===== config.mk =====
export PLATFORM = sky130hd
export DESIGN_NAME = wdt_guard
export DESIGN_NICKNAME = d
export VERILOG_FILES = /design/src/rtl/wdt_pkg.sv /design/src/rtl/wdt_ctl.sv /design/src/rtl/wdt_cnt.sv /design/src/rtl/wdt_guard.sv
export SDC_FILE = /design/constraint.sdc
export NUM_CORES = 1
export LEC_CHECK = 0
export BUFFER_PORTS_ARGS = -buffer_cell sky130_fd_sc_hd__clkbuf_2
export CORE_ASPECT_RATIO = 1.2
export CORE_MARGIN = 2
export CORE_UTILIZATION = 30
export CTS_BUF_LIST = sky130_fd_sc_hd__clkbuf_16
export CTS_CLUSTER_SIZE = 20
export DETAILED_ROUTE_END_ITERATION = 16
export PLACE_DENSITY = 0.58
export SETUP_SLACK_MARGIN = 0.3
export SLEW_MARGIN = 5
export SYNTH_ARGS = -nofsm -noshare
export SYNTH_HDL_FRONTEND = slang
export SYNTH_SLANG_ARGS = --single-unit

===== constraint.sdc =====
create_clock -name clk -period 1.8 [get_ports clk]
set_clock_uncertainty 0.2 [all_clocks]
set_input_delay 0.18 -clock clk [delete_from_list [all_inputs] [get_ports clk]]
set_output_delay 0.18 -clock clk [all_outputs]
set_load 0.1 [all_outputs]

===== src/rtl/wdt_pkg.sv =====
// Shared types for the guarded watchdog.
// Assumes the safety configuration is static while out of reset.
package wdt_pkg;

    typedef enum logic [1:0] {
        LVL_OPEN   = 2'd0,
        LVL_GUARD  = 2'd1,
        LVL_LOCKED = 2'd2
    } wdt_level_e;

    // Map the two static configuration bits onto a protection level.
    function automatic wdt_level_e decode_level(input logic [1:0] cfg);
        if (cfg == 2'd0)      return LVL_OPEN;
        else if (cfg == 2'd1) return LVL_GUARD;
        else                  return LVL_LOCKED;
    endfunction

endpackage


===== src/rtl/wdt_ctl.sv =====
// Control register with timed unlock window.
// Holds enable, scale and window counter; applies the level rules to every write.
// Assumes level is static while rst_n is high.
module wdt_ctl
    import wdt_pkg::*;
#(
    parameter int SCALE_W = 3,
    parameter int WIN_LEN = 4
) (
    input  logic               clk,
    input  logic               rst_n,
    input  wdt_level_e         level,
    input  logic               wr,
    input  logic               wr_chg,
    input  logic               wr_en,
    input  logic [SCALE_W-1:0] wr_scale,
    output logic               en_o,
    output logic               chg_o,
    output logic [SCALE_W-1:0] scale_o
);
    localparam int WIN_W = $clog2(WIN_LEN + 1);

    logic               en_q, en_n;
    logic [SCALE_W-1:0] scale_q, scale_n;
    logic [WIN_W-1:0]   win_q, win_n;
    logic               win_open, unlock, plain;

    assign win_open = (win_q != '0);
    assign unlock   = wr && wr_chg && wr_en;
    assign plain    = wr && !wr_chg;

    // Next-state rules for enable, scale and window per protection level.
    always_comb begin
        en_n    = en_q;
        scale_n = scale_q;
        win_n   = win_open ? win_q - 1'b1 : '0;
        if (unlock) begin
            win_n = WIN_W'(WIN_LEN);
            if (level != LVL_LOCKED) en_n = 1'b1;
            if (level == LVL_OPEN)   scale_n = wr_scale;
        end else if (plain) begin
            if (wr_en)
                en_n = 1'b1;
            else if (win_open && level != LVL_LOCKED)
                en_n = 1'b0;
            if (win_open || level == LVL_OPEN)
                scale_n = wr_scale;
            if (win_open)
                win_n = '0;
        end
        if (level == LVL_LOCKED) en_n = 1'b1;
    end

    // Register the control state; enable comes out of reset per level.
    always_ff @(posedge clk) begin
        if (!rst_n) begin
            en_q    <= (level == LVL_LOCKED);
            scale_q <= '0;
            win_q   <= '0;
        end else begin
            en_q    <= en_n;
            scale_q <= scale_n;
            win_q   <= win_n;
        end
    end

    assign en_o    = en_q;
    assign chg_o   = win_open;
    assign scale_o = scale_q;

    AST_EN_HOLD: assert property (@(posedge clk) disable iff (!rst_n) (en_q && !win_open) |=> en_q);
    AST_LOCKED_ON: assert property (@(posedge clk) disable iff (!rst_n) (level == LVL_LOCKED) |-> en_q);
    AST_SCALE_GUARD: assert property (@(posedge clk) disable iff (!rst_n) (level != LVL_OPEN && !win_open) |=> $stable(scale_q));
    AST_BAD_WRITE: assert property (@(posedge clk) disable iff (!rst_n) (wr && wr_chg && !wr_en) |=> ($stable(en_q) && $stable(scale_q)));
    AST_WIN_CLOSE: assert property (@(posedge clk) disable iff (!rst_n) (win_open && plain) |=> !win_open);

endmodule


===== src/rtl/wdt_cnt.sv =====
// Tick counter, timeout compare and one-cycle reset pulse.
// Timeout for scale n is 2^(BASE_EXP+n) ticks; restart wins over expiry.
// Assumes BASE_EXP >= 1 so every timeout is at least two ticks.
module wdt_cnt #(
    parameter int BASE_EXP = 14,
    parameter int SCALE_W  = 3
) (
    input  logic               clk,
    input  logic               rst_n,
    input  logic               en,
    input  logic               tick,
    input  logic               kick,
    input  logic [SCALE_W-1:0] scale,
    output logic               rst_req
);
    localparam int N_SCALE = 1 << SCALE_W;
    localparam int CNT_W   = BASE_EXP + N_SCALE - 1;
    localparam logic [CNT_W:0] ONE = 1;

    logic [CNT_W-1:0] lim_tab [N_SCALE];
    logic [CNT_W-1:0] cnt_q;
    logic [CNT_W-1:0] lim_m1;
    logic             expire;
    logic             pulse_q;

    // Build the last-count value for each scale setting.
    for (genvar g = 0; g < N_SCALE; g++) begin : g_lim
        assign lim_tab[g] = CNT_W'((ONE << (BASE_EXP + g)) - ONE);
    end

    assign lim_m1 = lim_tab[scale];
    assign expire = en && tick && !kick && (cnt_q >= lim_m1);

    // Advance the count on ticks; clear on restart, expiry or disable.
    always_ff @(posedge clk) begin
        if (!rst_n) begin
            cnt_q   <= '0;
            pulse_q <= 1'b0;
        end else begin
            pulse_q <= expire;
            if (!en || kick || expire)
                cnt_q <= '0;
            else if (tick)
                cnt_q <= cnt_q + 1'b1;
        end
    end

    assign rst_req = pulse_q;

    AST_PULSE_SINGLE: assert property (@(posedge clk) disable iff (!rst_n) rst_req |=> !rst_req);
    AST_KICK_WINS: assert property (@(posedge clk) disable iff (!rst_n) kick |=> !rst_req);
    AST_IDLE_QUIET: assert property (@(posedge clk) disable iff (!rst_n) !en |=> !rst_req);

endmodule


===== src/rtl/wdt_guard.sv =====
// Guarded watchdog top: protected control register plus timeout counter.
// Assumes safety_cfg is held static outside reset and tick is synchronous to clk.
module wdt_guard
    import wdt_pkg::*;
#(
    parameter int BASE_EXP = 14,
    parameter int SCALE_W  = 3,
    parameter int WIN_LEN  = 4
) (
    input  logic               clk,
    input  logic               rst_n,
    input  logic               tick,
    input  logic               kick,
    input  logic [1:0]         safety_cfg,
    input  logic               ctl_wr,
    input  logic               ctl_chg,
    input  logic               ctl_en,
    input  logic [SCALE_W-1:0] ctl_scale,
    output logic               wd_en,
    output logic               wd_chg,
    output logic [SCALE_W-1:0] wd_scale,
    output logic               wd_rst
);
    wdt_level_e lvl;

    assign lvl = decode_level(safety_cfg);

    wdt_ctl #(.SCALE_W(SCALE_W), .WIN_LEN(WIN_LEN)) u_ctl (
        .clk      (clk),
        .rst_n    (rst_n),
        .level    (lvl),
        .wr       (ctl_wr),
        .wr_chg   (ctl_chg),
        .wr_en    (ctl_en),
        .wr_scale (ctl_scale),
        .en_o     (wd_en),
        .chg_o    (wd_chg),
        .scale_o  (wd_scale)
    );

    wdt_cnt #(.BASE_EXP(BASE_EXP), .SCALE_W(SCALE_W)) u_cnt (
        .clk     (clk),
        .rst_n   (rst_n),
        .en      (wd_en),
        .tick    (tick),
        .kick    (kick),
        .scale   (wd_scale),
        .rst_req (wd_rst)
    );

endmodule


After elaboration in Yosys (flattened, before gate mapping)
Memory sizes are Yosys's and may differ from the RTL's.
Index checks and enable logic that the tools add are counted.
- register bits after elaboration: 29
- latch bits: 0
- RAM bits: 0
- bits in read-only memories: 168
- bits of input ports: 12
- memories: 1
- $add $sub $neg: 2
- multipliers: 0
- div/mod/pow operators: 0
- order comparisons: 2
- equality and inequality tests: 7
- shifts and indexed selects: 0
- mux-type cells: 19
- bitwise gates (word level): 2
- reductions and logical operators: 22
- memories (name ; words ; bits a word ; rd ports ; clocked after Yosys merged registers in ; write ports ; line ; source):
    (no name shown) ; 8 ; 21 ; 1 ; 0 ; 0 ; wdt_cnt.sv:31 ; assign lim_m1 = lim_tab[scale];
- operator list (kind ; count):
    $mux 21 ; 2
    $mux 3 ; 8
    $add 21x1->21 const B ; 1
    $ge 21x21->1 ; 1
    $logic_and 1x1->1 ; 7
    $mux 1 ; 7
    $reduce_and 3->1 ; 2
    $ne 5x1->1 const B ; 1
    $ge 4x4->1 const B ; 1
    $logic_not 2->1 ; 2
    $mux 2 ; 2
    $ne 2x2->1 const B ; 2
    $ne 4x1->1 const B ; 1
    $ne 4x4->1 const B ; 1
    $not 3->4 ; 1
    $reduce_bool 2->1 ; 2
    $reduce_or 2->1 ; 2
    $logic_not 1->1 ; 3
    $logic_or 1x1->1 ; 3
    $reduce_bool 3->1 ; 1
    $sub 3x1->3 const B ; 1
    $eq 2x1->1 const B ; 1
    $eq 2x2->1 const B ; 1
    $not 1->1 ; 1

Depth between registers and ports, before layout
- depth after elaboration: 11
- mapped depth: 9
- mapped depth without buffers: 7

Cells and area by module
Synthesis repeated with hierarchy kept, for this count alone.
- cell total of the unflattened synthesis: 180
- area total of the unflattened synthesis: 1556.5 um^2
- modules (own cells, without submodules) (module ; times used ; cells each ; area each (um^2) ; seq. area each (um^2)):
    wdt_cnt ; 1 ; 138 ; 1194.9 ; 440.4
    wdt_ctl ; 1 ; 40 ; 351.6 ; 150.1
    wdt_guard ; 1 ; 2 ; 10.0 ; 0.0

Least setup slack after synthesis
No wires, ideal clock.
- path type: flip-flop to flip-flop
- start: register u_ctl.scale_q[2] (netlist: u_ctl.scale_o[2])
- end: register u_cnt.cnt_q[10]
- setup time: 0.064 ns
- arrival: 2.512 ns
- required time: 1.536 ns
- slack: -0.976 ns
- cell stages (with the launch flop): 10
- clock period less this slack: 2.776 ns
- path through: dfxtp_1 -> clkbuf_1 -> nand3_1 -> ha_1 -> a21oi_1 -> o21ai_0 -> o21ai_0 -> nand3b_2 -> buf_6 -> nor2_1
- cells in the longest elaborated chain, start to end: 8
- ends and longest elaborated chain (item ; line ; source):
    start: declaration ; wdt_ctl.sv:24 ; logic [SCALE_W-1:0] scale_q, scale_n;
    start signal: assignment ; wdt_ctl.sv:62 ; scale_q <= scale_n;
    $not 3->4 (implied by the code) ; wdt_cnt.sv:31 ;
    $mem_v2 8x21 ; - ;
    $mux 21 (implied by the code) (2 in a row) ; wdt_cnt.sv:31 ;
    $ge 21x21->1 ; wdt_cnt.sv:32 ; assign expire = en && tick && !kick && (cnt_q >= lim_m1);
    $logic_and 1x1->1 ; wdt_cnt.sv:32 ;
    $logic_or 1x1->1 ; wdt_cnt.sv:41 ; if (!en || kick || expire)
    $reduce_or 2->1 (no line) ; - ;
    end signal: assignment ; wdt_cnt.sv:44 ; cnt_q <= cnt_q + 1'b1;
    end: declaration ; wdt_cnt.sv:21 ; logic [CNT_W-1:0] cnt_q;
No other way between the ends. The select of a mux whose other input is x is not followed.
A chain may end at the register's enable or synchronous reset.

Worst setup path after layout
- start: register u_ctl.scale_q[2] (netlist: u_ctl.scale_o[2])
- end: register u_cnt.cnt_q[4]
Same word-level chain as after synthesis.

==> metrics.yaml <==
timing:
  finalSetupViolCount: 22
  rsz0062_at_grt: "yes"
  timing.fmax_ghz: 0.5298
  fin_crit_ns: 1.887
  setup_slack_ns: -0.08750
  timing.slew.headroom_pct: 63.94
  worstMarginPinSlew_ns: 0.5432
  layout_worst_path_cycle_share_pct: 104.9
  hold_viol: 0
  slew_violations: 0
yosys:
  synth_top_area_share_pct: 37.06
  synth_edf_count: 1
  yosysSeqAreaShare_pct: 39.04
  synth_top_area_cell: "dfxtp_1"
  syn_area_per_cell_um2: 8.404
  synth_cells: 180
  synth_area_leaders: "dfxtp_1, xor2_1, nor2_1"
  synth_ff_type: "dfxtp_1"
  ys.warnings.count: 0
  ys_ff_latch: 29
  synth.distinct_cells: 35
  async_flop_share_pct: 0
  syn-cell-area_um2: 1513
  synth_nets: 200
drt:
  wl_per_cell_um: 11.82
  drcViolationCount: 0
  num_vias: 1364
  drtAntennaViolNets: 0
  viasPerCell: 4.803
  drtIter0Drc: 64
  dr.pass1.iters: 4
  drt-total-wl_um: 3358
final_layout:
  diodes: 0
  fillerInstances: 476
  multiInputGateArea_um2: 1018
  fin_nets: 243
  layout_common_cells: "nor2_1, dfxtp_1, nand2_1, buf_4, xor2_1"
  drive_above_1_share_pct: 32.59
  area_delta_synth_final_pct: 45.08
  finalNonFillerCells: 284
  regArea_um2: 608.1
  final_common_cell: "nor2_1"
worst_setup_path:
  required_ns: 1.76
  critPathLaunchType: "register"
  end_kind: "register"
  arrival_ns: 1.85
  critical_path_class: "reg -> reg"
  cp_max_fo: 10
  worst-r2r-cell-count: 7
placement:
  dpl.cell_count: 265
  dpl_worst_slack_ns: -0.1501
  port_buffers: 17
  place.gp.congestion: 0.7053
  dpl.hpwl_um: 2317
power_and_ir_drop:
  p_comb_share_pct: 10.6
  p_int_mw: 1.365
  seq_power_share_pct: 37.9
  power_density_nw_per_um2: 801.1
  pwr-share-clk_pct: 51.5
  p_sw_share_pct: 22.33
  switchingPower_mw: 0.3926
  peakVddDrop_mv: 0.3732
  power_leakage_nw: 0.8348
grt:
  first_global_vias: 1281
  antenna_found_initial: 0
  grt_pass1_wl_um: 5740
  grt_start_max_net_pins: 12
  grt.overflow.total: 0
  track_usage_pct: 13.76
floorplanning:
  dieArea_um2: 5628
  rows: 28
  initial_core_util_pct: 30.84
  die_x_um: 68.82
  die_y_um: 81.79
  ios: 18
  core-area_um2: 4905
min_path:
  worstHoldPathCells: 3
  min-delay-path-class: "in -> reg"
cts:
  cts_root_buffer: "clkbuf_16"
  cts_buffers: 5
  max-clock-path-buffers: 2
  htree_levels: 2
  cts_tree: "done"
  clk_latency_ns: 0.27
  path_clk_slew_ns: 0.05
  cts_sinks: 29
run_status:
  status: "complete, but fails checks"
  violations: "setup timing"
flow_run:
  drv_cap: 0
## worst paths after layout
kind,startpoint,end,slack [ns]
max,u_ctl.scale_o[2],u_cnt.cnt_q[4],-0.09
min,ctl_en,u_ctl.win_q[2],0.002
max reg2reg,u_ctl.scale_o[2],u_cnt.cnt_q[4],-0.09
min reg2reg,u_ctl.win_q[2],u_ctl.win_q[1],0.28
## Yosys cell counts, drive strengths merged (3+ instances only)
| cell type | count |
|---|---|
| a21oi | 10 |
| buf | 3 |
| dfxtp | 28 |
| ha | 8 |
| inv | 6 |
| nand2 | 16 |
| nand3 | 14 |
| nand3b | 3 |
| nand4 | 9 |
| nor2 | 29 |
| nor3 | 5 |
| o21ai | 13 |
| xnor2 | 5 |
| xor2 | 14 |
## per-layer routing
layer  track usage [%]  vias to the layer above  share of wire (%)
met3             4.110                        4                4.6
met4             4.706                        0               0.98
met5                 0                        -                  0
li1                  -                      716                  -
met2             22.31                       26                 50
met1             17.23                      618                 44
## power by group through the flow
stage,combinational [mW],sequential (mW),clock [mW]
3_5_place_dp,0.146,0.678,0
4_1_cts,0.176,0.667,0.935
3_3_place_gp,0.145,0.678,0
5_1_grt,0.203,0.668,0.951
6_report,0.186,0.667,0.905
2_1_floorplan,0.0820,0.711,0
## through the flow
step | TNS [ns] | power [mW] | util [%] | area [um^2] | hold WS (ns)
2_1_floorplan | -6.054 | 0.7930 | - | 1593 | 0.1087
3_3_place_gp | -2.150 | 0.8227 | 36.76 | 1803 | 0.2001
3_5_place_dp | -2.431 | 0.8243 | 36.76 | 1803 | 0.2043
4_1_cts | -1.201 | 1.778 | 43.60 | 2138 | 0.0008327
5_1_grt | -3.513 | 1.821 | 44.74 | 2195 | 0.03184
6_report | -1.701 | 1.758 | 44.74 | 2195 | 0.001830
## layout make-up
class | instances | share of cell area, %
Multi-Input combinational cell | 142 | 46.41
Sequential cell | 29 | 27.71
Timing Repair Buffer | 39 | 14.03
Clock buffer | 5 | 5.701
Tap cell | 60 | 3.421
Clock inverter | 3 | 1.710
Inverter | 6 | 1.026
## registers in the layout, indices dropped and copies added, names as in the netlist
name / count
u_ctl.win_q: 3
u_ctl.en_o: 1
u_ctl.scale_o: 3
u_cnt.rst_req: 1
u_cnt.cnt_q: 21
## cells by family after synthesis
logic type / after synthesis / share of synthesized area, %
simple gates: 87 / 30.19
flops: 29 / 39.04
compound gates: 25 / 8.520
xor+xnor: 19 / 11.00
buf+inv: 11 / 3.970
fa+ha+maj: 8 / 6.617
mux: 1 / 0.6617
## worst max-delay path, stage by stage (launching register included)
cell	delay (ns)
dfxtp_4	0.40
o21ai_2	0.08
ha_4	0.27
nand4_1	0.18
nor2_4	0.18
nand4bb_4	0.20
nand3b_4	0.21
nor2_1	0.05
## timing repair
action	4_1_cts	5_1_grt
pin swaps	4	4
endpoints found under the hold margin	5	0
cloned	2	0
hold buffers	5	0
endpoints found under the setup margin	29	28
resized for setup	18	12
setup buffers	3	1
Note: power is estimated with default switching activity, not from simulation.
